<file path="config.mk">
export PLATFORM = sky130hd
export DESIGN_NAME = i2c_addr_match
export DESIGN_NICKNAME = d
export VERILOG_FILES = /design/src/rtl/i2c_am_pkg.sv /design/src/rtl/i2c_am_cmp.sv /design/src/rtl/i2c_am_seq.sv /design/src/rtl/i2c_am_resp.sv /design/src/rtl/i2c_addr_match.sv
export SDC_FILE = /design/constraint.sdc
export NUM_CORES = 1
export LEC_CHECK = 0
export ABC_AREA = 1
export CORE_MARGIN = 1
export CORE_UTILIZATION = 38
export DETAILED_ROUTE_END_ITERATION = 10
export GPL_ROUTABILITY_DRIVEN = 0
export MAX_ROUTING_LAYER = met4
export PLACE_DENSITY = 0.81
export SLEW_MARGIN = 5
export SYNTH_ARGS = -nofsm -noshare
export SYNTH_HDL_FRONTEND = slang
export SYNTH_SLANG_ARGS = --single-unit
</file>
<file path="constraint.sdc">
create_clock -name clk -period 1.24 [get_ports clk]
set_clock_uncertainty 0.15 [all_clocks]
set_input_delay 0.372 -clock clk [delete_from_list [all_inputs] [get_ports clk]]
set_output_delay 0.372 -clock clk [all_outputs]
set_load 0.01 [all_outputs]
</file>
<file path="src/rtl/i2c_am_pkg.sv">
package i2c_am_pkg;
   typedef enum logic [1:0] {
      PH_IDLE   = 2'd0,
      PH_FIRST  = 2'd1,
      PH_SECOND = 2'd2
   } phase_e;

   typedef struct packed {
      logic gc_code;
      logic own7;
      logic hdr;
      logic low8;
   } cmp_hits_t;
endpackage

</file>
<file path="src/rtl/i2c_am_cmp.sv">
module i2c_am_cmp
   import i2c_am_pkg::*;
#(
   parameter int          BYTE_W    = 8,
   parameter int          LO_W      = 7,
   parameter int          HI_W      = 3,
   parameter bit          TENBIT_EN = 1'b1,
   parameter logic [7:0]  GC_CODE   = 8'h00,
   parameter logic [4:0]  HDR_PFX   = 5'b11110
)(
   input  logic [BYTE_W-1:0] byte_data,
   input  logic [LO_W-1:0]   cfg_addr_lo,
   input  logic [HI_W-1:0]   cfg_addr_hi,
   output cmp_hits_t         hits
);
   localparam int PFX_W = BYTE_W - HI_W;

   logic [LO_W-1:0] addr_field;
   assign addr_field = byte_data[BYTE_W-1:1];

   always_comb begin
      hits.gc_code = (byte_data == GC_CODE[BYTE_W-1:0]);
      hits.own7    = (addr_field == cfg_addr_lo) && (addr_field != '0);
   end

   generate
      if (TENBIT_EN) begin : g_ten
         logic [HI_W-2:0] hdr_hi;
         assign hdr_hi = cfg_addr_hi[HI_W-1:1];
         always_comb begin
            hits.hdr  = (byte_data[BYTE_W-1:HI_W] == HDR_PFX[PFX_W-1:0])
                        && (byte_data[HI_W-1:1] == hdr_hi);
            hits.low8 = (byte_data == {cfg_addr_hi[0], cfg_addr_lo});
         end
      end else begin : g_seven
         always_comb begin
            hits.hdr  = 1'b0;
            hits.low8 = 1'b0;
         end
      end
   endgenerate
endmodule

</file>
<file path="src/rtl/i2c_am_seq.sv">
module i2c_am_seq
   import i2c_am_pkg::*;
(
   input  logic   clk,
   input  logic   rst_n,
   input  logic   bus_start,
   input  logic   bus_stop,
   input  logic   byte_vld,
   input  logic   go_second,
   output phase_e phase
);
   phase_e phase_q;
   assign phase = phase_q;

   always_ff @(posedge clk or negedge rst_n) begin
      if (!rst_n) begin
         phase_q <= PH_IDLE;
      end else if (bus_stop) begin
         phase_q <= PH_IDLE;
      end else if (bus_start) begin
         phase_q <= PH_FIRST;
      end else if (byte_vld) begin
         case (phase_q)
            PH_FIRST:  phase_q <= go_second ? PH_SECOND : PH_IDLE;
            default:   phase_q <= PH_IDLE;
         endcase
      end
   end

   p_second_follows_hdr_r5: assert property (@(posedge clk) disable iff (!rst_n)
      (phase_q == PH_SECOND) |-> $past(go_second) || $past(phase_q == PH_SECOND));
   p_start_arms_first_r10: assert property (@(posedge clk) disable iff (!rst_n)
      ($past(bus_start) && !$past(bus_stop)) |-> (phase_q == PH_FIRST));
endmodule

</file>
<file path="src/rtl/i2c_am_resp.sv">
module i2c_am_resp
   import i2c_am_pkg::*;
(
   input  logic      clk,
   input  logic      rst_n,
   input  logic      bus_start,
   input  logic      bus_stop,
   input  logic      byte_vld,
   input  logic      byte_rw,
   input  phase_e    phase,
   input  logic      ext_mode,
   input  logic      cfg_gc_en,
   input  cmp_hits_t hits,
   output logic      go_second,
   output logic      match_pulse,
   output logic      gcall,
   output logic      rw_dir
);
   logic take, first_b, second_b;
   logic gc_hit, seven_hit, hdr_rd_hit, sec_hit, any_hit;
   logic addressed_q, pulse_q, gcall_q, rw_q;

   always_comb begin
      take       = byte_vld && !bus_start && !bus_stop;
      first_b    = take && (phase == PH_FIRST);
      second_b   = take && (phase == PH_SECOND);
      gc_hit     = first_b && cfg_gc_en && hits.gc_code;
      seven_hit  = first_b && !ext_mode && hits.own7;
      go_second  = first_b && ext_mode && hits.hdr && !byte_rw;
      hdr_rd_hit = first_b && ext_mode && hits.hdr && byte_rw && addressed_q;
      sec_hit    = second_b && hits.low8;
      any_hit    = gc_hit || seven_hit || hdr_rd_hit || sec_hit;
   end

   always_ff @(posedge clk or negedge rst_n) begin
      if (!rst_n) begin
         addressed_q <= 1'b0;
         pulse_q     <= 1'b0;
         gcall_q     <= 1'b0;
         rw_q        <= 1'b0;
      end else begin
         pulse_q <= any_hit;
         if (bus_stop) begin
            addressed_q <= 1'b0;
         end else if (sec_hit) begin
            addressed_q <= 1'b1;
         end else if (second_b || (first_b && !hdr_rd_hit)) begin
            addressed_q <= 1'b0;
         end
         if (bus_start || bus_stop) begin
            gcall_q <= 1'b0;
            rw_q    <= 1'b0;
         end else if (any_hit) begin
            gcall_q <= gc_hit;
            rw_q    <= hdr_rd_hit || (seven_hit && byte_rw);
         end
      end
   end

   assign match_pulse = pulse_q;
   assign gcall       = gcall_q;
   assign rw_dir      = rw_q;

   p_single_pulse_r2: assert property (@(posedge clk) disable iff (!rst_n)
      match_pulse |=> !match_pulse);
   p_gc_needs_enable_r4: assert property (@(posedge clk) disable iff (!rst_n)
      $rose(gcall) |-> $past(cfg_gc_en) && $past(hits.gc_code) && match_pulse);
   p_gc_is_write_r4: assert property (@(posedge clk) disable iff (!rst_n)
      gcall |-> !rw_dir);
   p_read_needs_addr_r7: assert property (@(posedge clk) disable iff (!rst_n)
      (match_pulse && rw_dir && $past(ext_mode)) |-> $past(addressed_q));
   p_stop_clears_r8: assert property (@(posedge clk) disable iff (!rst_n)
      $past(bus_stop) |-> !gcall && !rw_dir && !match_pulse && !addressed_q);
   p_start_drops_byte_r10: assert property (@(posedge clk) disable iff (!rst_n)
      $past(bus_start) |-> !match_pulse);
endmodule

</file>
<file path="src/rtl/i2c_addr_match.sv">
module i2c_addr_match
   import i2c_am_pkg::*;
#(
   parameter int          BYTE_W    = 8,
   parameter int          LO_W      = 7,
   parameter int          HI_W      = 3,
   parameter bit          TENBIT_EN = 1'b1,
   parameter logic [7:0]  GC_CODE   = 8'h00,
   parameter logic [4:0]  HDR_PFX   = 5'b11110
)(
   input  logic              clk,
   input  logic              rst_n,
   input  logic              bus_start,
   input  logic              bus_stop,
   input  logic              byte_vld,
   input  logic [BYTE_W-1:0] byte_data,
   input  logic              cfg_ext,
   input  logic              cfg_gc_en,
   input  logic [LO_W-1:0]   cfg_addr_lo,
   input  logic [HI_W-1:0]   cfg_addr_hi,
   output logic              match_pulse,
   output logic              gcall,
   output logic              rw_dir
);
   localparam int PFX_W = BYTE_W - HI_W;

   generate
      if (LO_W + 1 != BYTE_W) begin : g_bad_lo
         $error("i2c_addr_match: LO_W must be BYTE_W-1");
      end
      if (HI_W != 3) begin : g_bad_hi
         $error("i2c_addr_match: HI_W must be 3");
      end
      if (PFX_W != 5) begin : g_bad_pfx
         $error("i2c_addr_match: header prefix must be 5 bits");
      end
   endgenerate

   logic      ext_mode;
   logic      go_second;
   phase_e    phase;
   cmp_hits_t hits;

   generate
      if (TENBIT_EN) begin : g_ext_on
         assign ext_mode = cfg_ext;
      end else begin : g_ext_off
         assign ext_mode = 1'b0;
      end
   endgenerate

   i2c_am_cmp #(
      .BYTE_W(BYTE_W), .LO_W(LO_W), .HI_W(HI_W),
      .TENBIT_EN(TENBIT_EN), .GC_CODE(GC_CODE), .HDR_PFX(HDR_PFX)
   ) u_cmp (
      .byte_data  (byte_data),
      .cfg_addr_lo(cfg_addr_lo),
      .cfg_addr_hi(cfg_addr_hi),
      .hits       (hits)
   );

   i2c_am_seq u_seq (
      .clk      (clk),
      .rst_n    (rst_n),
      .bus_start(bus_start),
      .bus_stop (bus_stop),
      .byte_vld (byte_vld),
      .go_second(go_second),
      .phase    (phase)
   );

   i2c_am_resp u_resp (
      .clk        (clk),
      .rst_n      (rst_n),
      .bus_start  (bus_start),
      .bus_stop   (bus_stop),
      .byte_vld   (byte_vld),
      .byte_rw    (byte_data[0]),
      .phase      (phase),
      .ext_mode   (ext_mode),
      .cfg_gc_en  (cfg_gc_en),
      .hits       (hits),
      .go_second  (go_second),
      .match_pulse(match_pulse),
      .gcall      (gcall),
      .rw_dir     (rw_dir)
   );

   p_ext_off_no_read_r9: assert property (@(posedge clk) disable iff (!rst_n)
      (match_pulse && !$past(ext_mode) && !gcall) |-> $past(byte_vld));
endmodule

</file>
==> results.md, run 1 <==
- Outcome: complete, but fails checks
- Failing checks: setup timing
- Total global-route track usage: roughly 25%
- Number of diodes: 0
- Crit path from: byte_data[2]
- DIE AREA: 2040 µm²
- CTS Sinks: 6
- Crit start category: input port
- Synth Instances: 129
- WP data required: 1.22 ns
- Total nets after synthesis: 154
- Die height: 45.2 µm
- Worst-Skew Late Latency: 0.25 ns
- Residual DRC count: 0
- Fin cells: 198
- Nets: 200
- Worst hold path type: in -> async
- Leakage power: 0.674 nW
- Dpl cells: 189
- Final period util: 116%
- Setup ws final: -0.203 ns
- Distinct cell type count after synthesis: 19
- Max Cap Viol: 0
- Crit-path slowest cell: clkdlybuf4s15_1
- Worst flop-to-flop path endpoint: u_resp.rw_dir$_DFFE_PN0P_
- Fin. Hold Viols: 0
- Worst slew margin: around four fifths
- Via/cell ratio: ~4.7
- Clk buf depth: 2
- CTS tree: done
- Initial DRT Pass Iterations: 4
- Initial antenna violation count: 0
- Critical path class: in -> reg
- Post-synth top area share: a little over a quarter
- Max Clock Freq: 0.693 GHz
- IO Port Bufs: 27
- Placeable Area: 1750 µm²
- First-pass GRT wire length: 3.53 mm
- Critical path buffer and inverter count: 2
- Iter 0 DRT Violations: 13
- H-Tree Depth: 1
- CTS Buf Count: 3
- Clk slew on worst S/H paths: 0.05 ns
- Die W: 45.2 µm
- PwrDens: 534 nW/µm²
- Hold_ws: ~0.22 ns
- Synth warn: 0
- Clock tree root buffer cell: clkbuf_4
- Max Slew Vio Count: 0
- RSZ-0062 raised after global routing: true
- Routed WL per cell: 11.5 µm
- Placed cell area: approximately 1100 µm²
- Synth area leader: nand2_1
- Core Rows: 15
- Register area share after synthesis: roughly a fifth
- Peak VDD IR: 0.508 mV
- DRT antenna net count: 0
- Area grow syn2layout: 69.4%
- R2R setup slack: -0.17 ns
- Starting Density: 40.6%
- Drt total wl: 2.28 mm
- Reg2reg start: u_seq.phase[1]$_DFFE_PN0P_
- Gr ovfl total: 0
- Crit path time final: approximately 1.4 ns
- Largest delay contributor family on the critical path: simple AND/OR/NAND/NOR gates
- Vias: ~930
- Crit end category: flip-flop
- Worst slew pin tran: 0.298 ns
- Fin area: 1200 µm²
- Cts hold-fix bufs: 0
- Crit path max fanout: 3
- Vias in the first global route: 852
- Share of cells above drive strength 1: between 30% and 40%
- Mean Syn Cell Area: between 5 and 6 µm²
- CP arrival: around 1.4 ns
- Flop and latch count out of synthesis: 6
- Setup_tns: -0.816 ns
- Top-level I/O count: 28
- Final setup vio count: 8
- Ranking of synthesized cells by area: nand2_1 (27%), dfrtp_1 (21%), inv_1 (12%)
- R2R cell count: 8
- Crit-path cells: clkdlybuf4s15_1, buf_4, a21oi_2, nand2_1, nor2_2, nand3_2, nand2_4, nor2_4, nand3_2, nand2_1
- Largest net degree at the start of global routing: 7
- Mapped cell area: 708 µm²
- HPWL after DPL: 1.64 mm
- Crit-path max cell delay: roughly 0.19 ns
## power by group
group | internal (mW) | switching, mW
sequential | 0.198 | 0.00130
combinational | 0.111 | 0.139
clock | 0.110 | 0.0806
## worst register-to-register path, cell delays in order (launching register included)
cell,delay (ns)
dfrtp_1,0.42
nor2_4,0.14
inv_2,0.06
nor2_4,0.14
nand4_4,0.11
nand2_4,0.09
nor2_4,0.04
nand3_2,0.07
nand2_1,0.06
## registers in the layout, indices dropped and copies added (netlist names)
| signal | flops |
|---|---|
| u_seq.phase | 2 |
| u_resp.addressed_q | 1 |
| u_resp.match_pulse | 1 |
| u_resp.rw_dir | 1 |
| u_resp.gcall | 1 |
## logic make-up after synthesis
kind of cell	count (synthesis)	share of synthesized area (%)
flops	6	21.2
compound gates	5	5.48
simple gates	89	55.8
buf+inv	26	13.8
xor+xnor	3	3.71
## cells in the mapped netlist
cell type,instances
nor2_4,2
a21oi_1,2
nand2_4,1
inv_2,3
nor2_2,2
nand4_2,1
o21bai_4,1
nand3_1,11
inv_1,23
o21ai_1,1
nand2_1,51
nand2_2,1
xnor2_1,1
nor2_1,18
o21ai_0,1
xor2_1,2
nand4_1,1
nand3_2,1
dfrtp_1,6
## stage by stage
step	total power, mW	setup slack (ns)	util (%)
6_report	0.641	-0.203	68.7
5_1_grt	0.687	-0.261	68.7
4_1_cts	0.622	-0.161	67.1
3_5_place_dp	0.434	-0.720	61.7
3_3_place_gp	0.430	-0.697	61.7
2_1_floorplan	0.295	-0.0535	-
## cell usage in the layout (no fill, tap or decap)
master	count
clkdlybuf4s15_2	5
inv_2	7
nand2_2	1
clkbuf_4	3
o21ai_1	1
clkbuf_2	4
nand3_2	7
dlygate4sd2_1	11
nand3_1	5
nor2_4	7
nand4_4	1
nand2_4	2
o21bai_4	1
nor2_2	8
buf_2	4
o21ai_2	1
clkdlybuf4s15_1	2
buf_4	13
inv_1	19
clkdlybuf4s50_1	1
xnor2_1	1
xor2_1	2
buf_6	1
nand2_1	50
nor2_1	7
dfrtp_1	6
a21oi_2	1
nand4_1	1
a21oi_1	1
## timing repair
| item | CTS | global route |
|---|---|---|
| buffers inserted | 7 | 0 |
| gates resized for setup | 69 | 21 |
| pin swaps | 24 | 14 |
| gates cloned | 0 | 0 |
| endpoints found under the setup margin | 8 | 8 |
| endpoints found under the hold margin | 0 | 0 |
## cell type report
class                   instances  area [µm²]
multi-input cells              97         567
fillers                       150         546
repair buffers                 41         332
flip-flops and latches          6         150
inverters                      26        97.6
well taps                      25        31.3
clock buffers                   3        22.5
## routing by layer
| layer | global-route usage [%] | part of all wire [%] | vias up |
|---|---|---|---|
| met5 | - | 0 | - |
| met1 | 31.9 | 45 | 432 |
| met3 | 5.60 | 2.7 | 6 |
| met4 | 10.3 | 1.2 | 0 |
| met2 | 38.8 | 51 | 24 |
| li1 | - | - | 472 |
## worst max path at each step
stage	to	slack, ns	cells past startpoint
4_1_cts	u_resp.gcall$_DFFE_PN0P_	-0.16	8
6_report	u_resp.rw_dir$_DFFE_PN0P_	-0.20	10
3_5_place_dp	u_resp.gcall$_DFFE_PN0P_	-0.72	10
3_3_place_gp	u_resp.rw_dir$_DFFE_PN0P_	-0.70	10
2_1_floorplan	u_resp.gcall$_DFFE_PN0P_	-0.05	8
5_1_grt	u_resp.rw_dir$_DFFE_PN0P_	-0.26	8
Note: power is estimated with default switching activity, not from simulation.
==> run 2, diff against run 1 <==
--- a/config.mk
+++ b/config.mk
@@ -10,6 +10,7 @@
 export CORE_UTILIZATION = 38
 export DETAILED_ROUTE_END_ITERATION = 10
 export GPL_ROUTABILITY_DRIVEN = 0
+export GPL_TIMING_DRIVEN = 0
 export MAX_ROUTING_LAYER = met4
 export PLACE_DENSITY = 0.81
 export SLEW_MARGIN = 5
==> run 2 against run 1 <==
Compared with the run above: the flow still finishes with violations (setup timing); clock power shrank 9%; utilization decreased by 6.7 points; sequential power barely moved; flip-flop and latch count unchanged; die area unchanged; combinational power shrank 18%; count of clock-buffer cells in the layout unchanged; first-iteration DRC count up 38%; register-to-register slack gained 0.04 ns; wire length is 21% lower; power shrank 10%; sequential share of layout area increased by 1.4 points; largest power group unchanged.
==> results.md, run 2 (same netlist as run 1, synthesis figures left out) <==
- Setup ws final: -0.125 ns
- Number of diodes: 0
- RSZ-0062 raised after global routing: true
- CTS Sinks: 6
- Clk buf depth: 2
- DRT antenna net count: 0
- Routed WL per cell: 9.46 µm
- R2R setup slack: -0.13 ns
- Clock tree root buffer cell: clkbuf_4
- Peak VDD IR: 0.463 mV
- Met2 GRT Util: 31.3%
- GR peak layer: met2
- Placeable Area: 1750 µm²
- Fill cells: approximately 180
- Gr ovfl total: 0
- Initial DRT Pass Iterations: 4
- Residual DRC count: 0
- Drt total wl: between 1.5 and 2 mm
- Outcome: complete, but fails checks
- Worst slew margin: a little over four fifths
- Vias in the first global route: about 700
- Clk slew on worst S/H paths: 0.04 ns
- Placed cell area: 1020 µm²
- Top-level I/O count: 28
- Worst hold path type: in -> async
- Setup_tns: -0.446 ns
- Critical path class: reg -> reg
- Max Clock Freq: approximately 0.73 GHz
- Storage element area: 150 µm²
- Total global-route track usage: between 10% and 20%
- Vias: 850
- Die W: between 40 and 50 µm
- IO Port Bufs: 27
- WP data required: 1.22 ns
- CTS tree: done
- Failing checks: setup timing
- Crit path max fanout: 3
- DIE AREA: 2040 µm²
- CP arrival: about 1.3 ns
- Pre-CTS setup slack: -0.724 ns
- Area grow syn2layout: 52.8%
- H-Tree Depth: 1
- Leakage power: 0.629 nW
- Die height: 45.2 µm
- Max Slew Vio Count: 0
- CTS Buf Count: 3
- Crit end category: flip-flop
- Max FFs per register: 2
- Fin area: 1080 µm²
- Area of the multi-input gates: 531 µm²
- Worst-Skew Late Latency: ~0.24 ns
- Final period util: 110%
- Power Total: 577 µW
- Iter 0 DRT Violations: 18
- Cts hold-fix bufs: 0
- Utilization after layout: 62.0%
- Starting Density: 40.6%
- M3 GR Usage: 5.60%
- Core Rows: 15
- Fin. Hold Viols: 0
- Max Cap Viol: 0
- HPWL after DPL: ~1.4 mm
- Worst slew pin tran: 0.250 ns
- Commonest non-fill, non-tap cell in the layout: nand2_1
- Initial antenna violation count: 0
- Crit path from: u_seq.phase[0]$_DFFE_PN0P_
- Commonest non-fill, non-tap cells in the layout: nand2_1 (50), inv_1 (19), nor2_1 (12), buf_2 (11), dlygate4sd2_1 (9)
- PwrDens: roughly 530 nW/µm²
- Met1 Use GR: 22.3%
- Nets: 192
- Crit path time final: about 1.4 ns
- Via/cell ratio: 4.47
- Largest net degree at the start of global routing: 7
- Crit start category: flip-flop
- Share of cells above drive strength 1: 30.9%
- First-pass GRT wire length: 2.68 mm
- Reg2reg start: u_seq.phase[0]$_DFFE_PN0P_
- Final setup vio count: 7
-- run 2: cell count changes in the layout (fill, tap and decap cells not counted) --
cell             previous run  this run
clkdlybuf4s15_1             2         3
o21ai_1                     1         2
dlygate4sd2_1              11         9
nand3_1                     5         7
nand3_2                     7         5
o21ai_2                     1         0
nor2_4                      7         5
buf_4                      13         5
clkbuf_2                    4         1
nor2_1                      7        12
buf_2                       4        11
nor2_2                      8         5
clkdlybuf4s15_2             5         2
-- run 2: final timing paths --
check | to | cells after the start
min reg2reg | u_resp.rw_dir$_DFFE_PN0P_ | 2
min | u_seq.phase[0]$_DFFE_PN0P_ | 1
max in group asynchronous | u_resp.rw_dir$_DFFE_PN0P_ | 1
max reg2reg | u_resp.gcall$_DFFE_PN0P_ | 9
min in group clk | u_seq.phase[0]$_DFFE_PN0P_ | 2
max | u_resp.gcall$_DFFE_PN0P_ | 9
-- run 2: routing by layer --
layer  vias to the layer above  share of wire (%)  wire length (µm)
li1                        462                  -                 -
met1                       371                 46               826
met2                        17                 50               897
met3                         0                4.1                73
met4                         0                  0                 0
met5                         -                  0                 0
-- run 2: what timing repair did --
action	in CTS	in global routing
endpoints found under the setup margin	8	8
pin swaps	20	14
hold endpoints to repair	0	0
setup buffers	6	0
gates resized for setup	70	19
-- run 2: power breakdown --
group	internal, mW	switching [mW]	total, mW	leakage [nW]
registers	0.199	0.00159	0.200	0.0826
clock network	0.109	0.0635	0.173	0.0138
logic	0.0863	0.118	0.204	0.533
-- run 2: area by class of cell --
type / count / area share, %
Clock buffer: 3 / 2.08
Inverter: 26 / 9.02
Multi-Input combinational cell: 97 / 49.0
Sequential cell: 6 / 13.9
Tap cell: 25 / 2.89
Timing Repair Buffer: 33 / 23.1
-- run 2: stage by stage --
stage	hold slack, ns	instances
after detailed placement	0.340	181
after floorplan	-0.0736	129
after global placement	0.335	181
after CTS	0.216	190
final	0.213	190
after global routing	0.229	190
-- run 2: worst max-delay path, stage by stage (launching register included) --
cell and delay [ns]:
dfrtp_1 0.36, inv_2 0.07, nor2_4 0.14, nand2_1 0.07, nor2_1 0.08, nand3_1 0.12
nand2_4 0.11, nor2_4 0.05, nand3_2 0.05, nand2_1 0.05
